$ cat src/rtl/fpa_pkg.sv
package fpa_pkg;

  // Operation select carried into stage 1
  typedef enum logic {
    FPA_OP_ADD = 1'b0,
    FPA_OP_SUB = 1'b1
  } fpa_op_e;

  // Default field widths of the short-float word
  localparam int FPA_EXP_W_DEF  = 7;
  localparam int FPA_FRAC_W_DEF = 10;

endpackage

$ cat src/rtl/fpa_order.sv
// Stage 1 logic: effective sign, magnitude ordering, exponent gap.
module fpa_order
  import fpa_pkg::*;
#(
  parameter  int EXP_W  = FPA_EXP_W_DEF,
  parameter  int FRAC_W = FPA_FRAC_W_DEF,
  localparam int WORD_W = 1 + EXP_W + FRAC_W,
  localparam int SIG_W  = FRAC_W + 1
) (
  input  logic [WORD_W-1:0] a_word,
  input  logic [WORD_W-1:0] b_word,
  input  fpa_op_e           op,
  output logic              big_sign,
  output logic              small_sign,
  output logic [EXP_W-1:0]  big_exp,
  output logic [EXP_W-1:0]  exp_gap,
  output logic [SIG_W-1:0]  big_sig,
  output logic [SIG_W-1:0]  small_sig
);

  logic             b_sign_eff;
  logic             a_wins;
  logic [EXP_W-1:0] small_exp;

  assign b_sign_eff = b_word[WORD_W-1] ^ (op == FPA_OP_SUB);

  // Exponent sits above fraction, so one unsigned compare orders magnitudes
  assign a_wins = a_word[WORD_W-2:0] >= b_word[WORD_W-2:0];

  always_comb begin
    if (a_wins) begin
      big_sign   = a_word[WORD_W-1];
      small_sign = b_sign_eff;
      big_exp    = a_word[WORD_W-2:FRAC_W];
      small_exp  = b_word[WORD_W-2:FRAC_W];
      big_sig    = {1'b1, a_word[FRAC_W-1:0]};
      small_sig  = {1'b1, b_word[FRAC_W-1:0]};
    end else begin
      big_sign   = b_sign_eff;
      small_sign = a_word[WORD_W-1];
      big_exp    = b_word[WORD_W-2:FRAC_W];
      small_exp  = a_word[WORD_W-2:FRAC_W];
      big_sig    = {1'b1, b_word[FRAC_W-1:0]};
      small_sig  = {1'b1, a_word[FRAC_W-1:0]};
    end
  end

  assign exp_gap = big_exp - small_exp;

endmodule

$ cat src/rtl/fpa_align_add.sv
// Stage 2 logic: saturating logarithmic right shift, then add or subtract.
module fpa_align_add #(
  parameter  int EXP_W  = 7,
  parameter  int FRAC_W = 10,
  localparam int SIG_W  = FRAC_W + 1,
  localparam int SUM_W  = SIG_W + 1,
  localparam int SH_W   = $clog2(SIG_W + 1)
) (
  input  logic              big_sign,
  input  logic              small_sign,
  input  logic [EXP_W-1:0]  exp_gap,
  input  logic [SIG_W-1:0]  big_sig,
  input  logic [SIG_W-1:0]  small_sig,
  output logic [SUM_W-1:0]  sum
);

  logic [SH_W-1:0]  shamt;
  logic [SIG_W-1:0] stg [SH_W+1];
  logic             add_mode;

  // Any gap bit above the shifter range forces the largest shift
  assign shamt = (|exp_gap[EXP_W-1:SH_W]) ? {SH_W{1'b1}} : exp_gap[SH_W-1:0];

  assign stg[0] = small_sig;
  for (genvar k = 0; k < SH_W; k++) begin : g_rsh
    assign stg[k+1] = shamt[k] ? (stg[k] >> (2 ** k)) : stg[k];
  end

  assign add_mode = (big_sign == small_sign);

  always_comb begin
    if (add_mode) sum = {1'b0, big_sig} + {1'b0, stg[SH_W]};
    else          sum = {1'b0, big_sig} - {1'b0, stg[SH_W]};
  end

endmodule

$ cat src/rtl/fpa_normalize.sv
// Stage 3 logic: leading-one search, left shift, exponent fix-up and clamps.
module fpa_normalize #(
  parameter  int EXP_W  = 7,
  parameter  int FRAC_W = 10,
  localparam int WORD_W = 1 + EXP_W + FRAC_W,
  localparam int SIG_W  = FRAC_W + 1,
  localparam int SUM_W  = SIG_W + 1,
  localparam int LZ_W   = $clog2(SIG_W),
  localparam int XW     = EXP_W + 1
) (
  input  logic              sign_in,
  input  logic [EXP_W-1:0]  exp_in,
  input  logic [SUM_W-1:0]  sum_in,
  output logic [WORD_W-1:0] word_out
);

  logic [LZ_W-1:0]  lead_pos;
  logic             any_one;
  logic [LZ_W-1:0]  lz;
  logic [SIG_W-1:0] lstg [LZ_W+1];
  logic             carry;

  // Priority search: highest set bit of the non-carry part wins
  always_comb begin
    lead_pos = '0;
    any_one  = 1'b0;
    for (int i = 0; i < SIG_W; i++) begin
      if (sum_in[i]) begin
        lead_pos = LZ_W'(i);
        any_one  = 1'b1;
      end
    end
  end

  assign lz    = LZ_W'(SIG_W - 1) - lead_pos;
  assign carry = sum_in[SUM_W-1];

  assign lstg[0] = sum_in[SIG_W-1:0];
  for (genvar k = 0; k < LZ_W; k++) begin : g_lsh
    assign lstg[k+1] = lz[k] ? (lstg[k] << (2 ** k)) : lstg[k];
  end

  always_comb begin
    if (carry) begin
      if (exp_in == {EXP_W{1'b1}})
        word_out = {sign_in, {EXP_W{1'b1}}, {FRAC_W{1'b1}}};
      else
        word_out = {sign_in, exp_in + 1'b1, sum_in[SIG_W-1:1]};
    end else if (!any_one) begin
      word_out = '0;
    end else if (XW'(lz) > {1'b0, exp_in}) begin
      word_out = '0;
    end else begin
      word_out = {sign_in, exp_in - EXP_W'(lz), lstg[LZ_W][FRAC_W-1:0]};
    end
  end

endmodule

$ cat src/rtl/fpa_addsub.sv
// Three-stage short-float adder/subtracter, top level.
module fpa_addsub
  import fpa_pkg::*;
#(
  parameter  int EXP_W  = FPA_EXP_W_DEF,
  parameter  int FRAC_W = FPA_FRAC_W_DEF,
  localparam int WORD_W = 1 + EXP_W + FRAC_W,
  localparam int SIG_W  = FRAC_W + 1,
  localparam int SUM_W  = SIG_W + 1
) (
  input  logic              clk,
  input  logic              rst,
  input  logic              in_valid,
  input  logic [WORD_W-1:0] in_a,
  input  logic [WORD_W-1:0] in_b,
  input  logic              in_sub,
  output logic              out_valid,
  output logic [WORD_W-1:0] out_sum
);

  // Stage 1 combinational results
  logic             c1_big_sign, c1_small_sign;
  logic [EXP_W-1:0] c1_big_exp, c1_gap;
  logic [SIG_W-1:0] c1_big_sig, c1_small_sig;

  // Stage 1 registers
  logic             s1_valid;
  logic             s1_big_sign, s1_small_sign;
  logic [EXP_W-1:0] s1_big_exp, s1_gap;
  logic [SIG_W-1:0] s1_big_sig, s1_small_sig;

  // Stage 2
  logic [SUM_W-1:0] c2_sum;
  logic             s2_valid;
  logic             s2_sign;
  logic [EXP_W-1:0] s2_exp;
  logic [SUM_W-1:0] s2_sum;

  // Stage 3
  logic [WORD_W-1:0] c3_word;

  fpa_order #(.EXP_W(EXP_W), .FRAC_W(FRAC_W)) u_order (
    .a_word     (in_a),
    .b_word     (in_b),
    .op         (fpa_op_e'(in_sub)),
    .big_sign   (c1_big_sign),
    .small_sign (c1_small_sign),
    .big_exp    (c1_big_exp),
    .exp_gap    (c1_gap),
    .big_sig    (c1_big_sig),
    .small_sig  (c1_small_sig)
  );

  always_ff @(posedge clk) begin
    if (rst) s1_valid <= 1'b0;
    else     s1_valid <= in_valid;
    s1_big_sign   <= c1_big_sign;
    s1_small_sign <= c1_small_sign;
    s1_big_exp    <= c1_big_exp;
    s1_gap        <= c1_gap;
    s1_big_sig    <= c1_big_sig;
    s1_small_sig  <= c1_small_sig;
  end

  fpa_align_add #(.EXP_W(EXP_W), .FRAC_W(FRAC_W)) u_align (
    .big_sign   (s1_big_sign),
    .small_sign (s1_small_sign),
    .exp_gap    (s1_gap),
    .big_sig    (s1_big_sig),
    .small_sig  (s1_small_sig),
    .sum        (c2_sum)
  );

  always_ff @(posedge clk) begin
    if (rst) s2_valid <= 1'b0;
    else     s2_valid <= s1_valid;
    s2_sign <= s1_big_sign;
    s2_exp  <= s1_big_exp;
    s2_sum  <= c2_sum;
  end

  fpa_normalize #(.EXP_W(EXP_W), .FRAC_W(FRAC_W)) u_norm (
    .sign_in  (s2_sign),
    .exp_in   (s2_exp),
    .sum_in   (s2_sum),
    .word_out (c3_word)
  );

  always_ff @(posedge clk) begin
    if (rst) begin
      out_valid <= 1'b0;
      out_sum   <= '0;
    end else begin
      out_valid <= s2_valid;
      out_sum   <= c3_word;
    end
  end

endmodule

$ cat config.mk
export PLATFORM = sky130hd
export DESIGN_NAME = fpa_addsub
export DESIGN_NICKNAME = d
export VERILOG_FILES = /design/src/rtl/fpa_pkg.sv /design/src/rtl/fpa_order.sv /design/src/rtl/fpa_align_add.sv /design/src/rtl/fpa_normalize.sv /design/src/rtl/fpa_addsub.sv
export SDC_FILE = /design/constraint.sdc
export NUM_CORES = 1
export LEC_CHECK = 0
export CAP_MARGIN = 10
export CORE_MARGIN = 2
export CORE_UTILIZATION = 35
export CTS_BUF_LIST = sky130_fd_sc_hd__clkbuf_4
export DETAILED_ROUTE_END_ITERATION = 16
export DONT_BUFFER_PORTS = 1
export GPL_ROUTABILITY_DRIVEN = 0
export PLACE_DENSITY = 0.58
export SYNTH_ARGS = -nofsm -noshare
export SYNTH_HDL_FRONTEND = slang
export SYNTH_SLANG_ARGS = --single-unit
$ cat constraint.sdc
create_clock -name clk -period 4.6 [get_ports clk]
set_clock_uncertainty 0.2 [all_clocks]
set_input_delay 0.46 -clock clk [delete_from_list [all_inputs] [get_ports clk]]
set_output_delay 0.46 -clock clk [all_outputs]
set_load 0.005 [all_outputs]
==> run summary, run 1 <==
Detailed Route Iter0 Violations -> 423
grt ovf -> 0
top-count cell post-synth -> dfxtp_1
min-delay worst type -> input port to register
Slew Limit Headroom -> 21.0%
Via-to-Cell Ratio -> 5.58
register area share after synthesis -> 31.1%
IO Pins -> 59
DP HPWL -> 9.82 mm
core area -> 13,800 µm²
Num CTS Buffers -> 9
P per Cell Area -> 501 nW/µm²
CTS Root Cell -> clkbuf_4
pin count of the biggest net entering global routing -> 34
Crit Path Class -> register to register
CTS tree -> built
Pint -> 1660 µW
Place WS -> 0.124 ns
switch share -> 43.1%
full die area -> 15,100 µm²
Die X-Extent -> 123 µm
number of synthesized flops with an enable pin -> 0
first-pass GRT wire length -> 21.3 mm
Fin. Hold Viols -> 0
Rows -> 43
Cell Area, Synth -> 4950 µm²
number of synthesized register bits -> 77
Post-Syn Instances -> 588
Most used DFF post-synth -> dfxtp_1
die height -> 123 µm
RSZ-0062 raised after global routing -> true
GR Util All Layers -> 18.0%
syn avg cell area -> 8.42 µm²
vias in the first global route -> 4,393
Yosys top cell area share -> 31.1%
status -> complete, no violations
Critical Path End Type -> register
sequential power share -> 36.4%
clock share of power -> 11.9%
clk sink count -> 77
Slew @ Worst Pin -> 1.18 ns
Hold WS -> 0.0577 ns
initial core utilization -> 35.8%
data arrival time of the worst path -> 4.56 ns
Buffers on Ports -> 0
final setup fails -> 0
number of nets with antenna violations after routing -> 0
most common library cells after synthesis -> dfxtp_1 (77), nand2_1 (55), nor2_1 (41), a21oi_1 (37)
top cells by area, synth -> dfxtp_1 (31%), ha_1 (8.6%), nand2_1 (4.2%), a21oi_1 (3.7%), xnor2_1 (3.5%)
min Tclk post-route -> 4.39 ns
H-tree depth -> 3
First-pass DRT Iterations -> 6
Nets -> 712
Worst-path clk slew -> 0.14 ns
Setup TNS -> 0 ns
Max Fclk -> 0.228 GHz
Worst Path Max Fanout -> 6
Post-route DRC -> 0
crit share post-route -> 95.5%
Slew Limit Fails -> 0
Avg WL per Cell -> 16.2 µm
Sw Pwr -> 1260 µW
static leakage -> 0.00241 µW
kind of start point of the critical path -> register
CTS Buffer Depth -> 2
Synth cell types -> 75
Final Power -> 2920 µW
worst skew pair latency -> 0.46 ns
vias post-DR -> 4,579
final setup margin -> 0.208 ns
Syn. warnings -> 0
logic gate share of total power -> 51.6%
Post-synth ARST share -> 0%
post-synth top area cell -> dfxtp_1
Peak supply drop -> 0.179 mV
layout cells sized above 1 -> 10.6%
Max Cap Viol -> 0
syn nets -> 664
final WL -> 13.3 mm
synthesis-to-layout area growth -> 17.9%
initial antenna violation count -> 1
required time worst endpoint -> 4.77 ns
-- routing by layer --
metal / GRT usage (%) / wire length, µm / up-vias
met3: 4.80 / 865 / 27
met2: 29.4 / 6210 / 154
met5: 0 / 0 / -
li1: - / - / 2235
met4: 7.76 / 337 / 0
met1: 22.3 / 5840 / 2163
-- layout by cell type (no fill, tap or decap), types with 3 or more instances in the layout --
master         Yosys  final
nor2b_1           12     12
o21ai_0           16     16
and3_1             3      3
inv_2              2      4
nand3_1           18     18
nor4_1             5      4
mux2_1            10     10
mux4_2             3      3
dfxtp_1           77     75
mux2i_1           16     16
ha_1              34     33
a211oi_1           9      7
o22ai_1            6      6
a211o_1            4      4
a31oi_1            9      9
a21o_1             4      4
nand2b_1          12     12
mux2_2             4      3
buf_4              2     19
nor3b_1            3      3
a311oi_1           7      7
a21oi_1           37     37
inv_1             34     32
nand2_1           55     54
nor2_1            41     39
and2_1             7      7
nor3_1            12     11
o21ai_1           24     23
xnor2_1           20     20
clkbuf_4           0     10
a221o_1            3      3
and4_1             4      4
o211ai_1           6      6
or3_1              3      3
dlygate4sd3_1      0     46
xor2_1            11     11
-- registers in the layout, summed over array words and instances (netlist names) --
register	cells
out_sum	18
out_valid	1
s1_big_exp	7
s1_big_sig	10
s1_big_sign	1
s1_gap	7
s1_small_sig	10
s1_small_sign	1
s1_valid	1
s2_exp	7
s2_sign	1
s2_sum	12
s2_valid	1
-- cell families (layout without fill, tap and decap cells) --
logic type / after synthesis / count (layout) / synth area share, %
other: 0 / 1 / 0
buffers and inverters: 64 / 115 / 5.18
and+or+nand+nor: 188 / 188 / 19.1
muxes: 33 / 33 / 7.78
AOI/OAI and AO/OA: 159 / 159 / 22.0
xor gates and xnor gates: 31 / 31 / 5.48
adders and majority gates: 36 / 36 / 9.40
DFF: 77 / 77 / 31.1
-- path summary, 6_finish.rpt --
kind,depth (start not counted),end,slack [ns],startpoint
worst max-delay path,18,s2_sum[11]$_DFF_P_,0.21,s1_gap[4]$_DFF_P_
worst min-delay path,2,s1_big_exp[0]$_DFF_P_,0.06,in_b[10]
worst max register to register,18,s2_sum[11]$_DFF_P_,0.21,s1_gap[4]$_DFF_P_
worst min register to register,0,s2_exp[6]$_DFF_P_,0.14,s1_big_exp[6]$_DFF_P_
-- cell type report --
class / count / area, µm²
Fill cell: 1356 / 7990
Clock inverter: 4 / 27.5
Tap cell: 180 / 225
Timing Repair Buffer: 65 / 603
Sequential cell: 77 / 1550
Clock buffer: 10 / 75.1
Antenna cell: 1 / 2.50
Multi-Input combinational cell: 447 / 3230
Inverter: 36 / 135
-- through the flow --
step	utilization [%]	instances	instance area, µm²
2_1_floorplan	-	588	4970
3_3_place_gp	37.7	757	5210
3_5_place_dp	37.7	757	5210
4_1_cts	41.8	817	5770
5_1_grt	42.2	820	5840
6_report	42.2	820	5840
-- power groups by stage --
stage               clock network (µW)  registers, µW  logic, µW
global route                       384           1090       1680
CTS                                363           1060       1470
floorplan                            0            977       1160
global placement                     0           1070       1390
finish                             349           1070       1510
detailed placement                   0           1080       1410
-- timing repair --
item	4_1_cts	5_1_grt
hold buffers	46	0
setup endpoints to repair	0	1
endpoints found under the hold margin	46	0
buffers inserted	0	2
resized for setup	0	12
-- critical path, cell delays in order, from the launching register on --
cell and delay, ns:
dfxtp_4 0.38, nor4_4 0.32, buf_4 0.16, mux2_4 0.30
a32o_1 0.25, a211o_1 0.26, inv_2 0.10, ha_4 0.20
nand2_2 0.05, o21ai_2 0.07, ha_1 0.32, a21o_1 0.20
a211oi_2 0.21, nor2_2 0.08, o41ai_4 0.23, o211ai_1 0.17
a211o_2 0.36, o2111a_1 0.24, a211o_1 0.22
No activity file was read; power rests on OpenSTA's default activity.
==> inputs of run 2 (changes only) <==
- CELL_PAD_IN_SITES_DETAIL_PLACEMENT: not set -> 0
- CELL_PAD_IN_SITES_GLOBAL_PLACEMENT: not set -> 2
- PLACE_DENSITY: 0.58 -> 0.83
==> run 2 against run 1 <==
  * Routed wire length decreased by 0.68%
  * Sequential cell count unchanged
  * Maximum frequency decreased by 0.79%
  * First-iteration DRC count decreased by 36%
  * Worst hold slack got worse by 0.019 ns
  * Critical path type unchanged
  * Via count decreased by 1.0%
  * Register-to-register slack got worse by 0.04 ns
  * Non-clock buffer count increased by 4
==> run summary, run 2 (synthesis results as in run 1) <==
First-pass DRT Iterations -> 5
H-tree depth -> 3
first-pass GRT wire length -> 21.1 mm
CTS Buffer Depth -> 2
initial core utilization -> 35.8%
Die X-Extent -> 123 µm
initial antenna violation count -> 1
Crit Path Class -> register to register
final setup fails -> 0
Avg WL per Cell -> 15.9 µm
WP buf/inv -> 2
Fin. Hold Viols -> 0
Top Registers -> out_sum: 18 flops, s2_sum: 12 flops
crit share post-route -> 96.2%
cell family with most CP delay -> compound AO/OA/AOI/OAI gates
Worst-path clk slew -> 0.13 ns
CTS tree -> built
Placed Instance Area -> 5210 µm²
Buffers on Ports -> 0
Peak supply drop -> 0.201 mV
vias in the first global route -> 4,334
final WL -> 13.2 mm
min-delay worst type -> input port to register
Worst Path Max Fanout -> 8
Largest Register -> out_sum
synthesis-to-layout area growth -> 20.0%
Slew Limit Fails -> 0
Num CTS Buffers -> 9
grt ovf -> 0
Critical Path End Type -> register
full die area -> 15,100 µm²
Max Fclk -> 0.226 GHz
max FFs per register -> 18
post-layout instance area -> 5940 µm²
Final Power -> 3070 µW
layout cells sized above 1 -> 11.2%
final setup margin -> 0.173 ns
pin count of the biggest net entering global routing -> 56
data arrival time of the worst path -> 4.59 ns
Nets -> 716
commonest non-fill, non-tap cells in the layout -> dfxtp_1 (74), nand2_1 (55), dlygate4sd3_1 (47)
kind of start point of the critical path -> register
Setup TNS -> 0 ns
Via-to-Cell Ratio -> 5.49
Crit-path slowest cell -> mux4_2
clk sink count -> 77
Place WS -> 0.0894 ns
reg2reg setup slack -> 0.17 ns
worst skew pair latency -> 0.47 ns
Slew @ Worst Pin -> 0.762 ns
IO Pins -> 59
die height -> 123 µm
min Tclk post-route -> 4.43 ns
static leakage -> 0.00246 µW
critical path cell sequence -> nor4_4, buf_6, buf_4, mux4_2, a211o_1, a211o_4, a2111oi_4, a21oi_1, o211ai_1, ha_1, nand3_1, o211ai_1, a211o_2, o2111a_1, a211o_1
Post-route DRC -> 0
GR Util All Layers -> 17.9%
Max Cap Viol -> 0
commonest non-fill, non-tap cell in the layout -> dfxtp_1
DP HPWL -> 9.87 mm
vias post-DR -> 4,532
P per Cell Area -> 517 nW/µm²
CTS Root Cell -> clkbuf_4
Slew Limit Headroom -> 49.2%
status -> complete, no violations
Worst path max stage delay -> 0.47 ns
number of nets with antenna violations after routing -> 0
Detailed Route Iter0 Violations -> 270
core area -> 13,800 µm²
Rows -> 43
required time worst endpoint -> 4.77 ns
[run 2: through the flow]
step / util (%) / cells / hold slack [ns]
after floorplan: - / 588 / 0.110
after global placement: 37.7 / 757 / 0.111
after detailed placement: 37.7 / 757 / 0.113
after CTS: 42.3 / 820 / 0.00428
after global routing: 43.0 / 826 / 0.0204
final: 43.0 / 826 / 0.0382
[run 2: what timing repair did]
item	4_1_cts	5_1_grt
hold endpoints to repair	47	0
hold buffers	47	0
gates resized for setup	0	12
buffers inserted	0	5
setup endpoints to repair	0	1
[run 2: per-layer routing]
layer  up-vias  wire length (µm)  track usage (%)
li1       2244                 -                -
met1      2129              5860             22.9
met2       135              6280             29.1
met3        24               771             4.24
met4         0               245             7.33
met5         -                 0                0
[run 2: power breakdown]
group / total (µW) / switching, µW / internal (µW) / leakage, µW
Clock: 494 / 267 / 227 / 0.0000886
Sequential: 1050 / 206 / 847 / 0.000647
Combinational: 1520 / 804 / 720 / 0.00173
Total: 3070 / 1280 / 1790 / 0.00246
[run 2: cell type report]
type                       count  area, µm²
inverter                      36        135
tap                          180        225
multi-input combinational    447       3220
clock buffer                   9       67.6
antenna                        1       2.50
timing repair buffer          69        639
fill                        1370       7890
sequential                    77       1550
clock inverter                 7        105
[run 2: worst paths after layout]
| kind | from | end | depth (start not counted) |
|---|---|---|---|
| max | s1_gap[4]$_DFF_P_ | s2_sum[11]$_DFF_P_ | 15 |
| min | in_b[17] | s1_small_sign$_DFF_P_ | 2 |
| max reg2reg | s1_gap[4]$_DFF_P_ | s2_sum[11]$_DFF_P_ | 15 |
| min reg2reg | s1_big_exp[5]$_DFF_P_ | s2_exp[5]$_DFF_P_ | 0 |
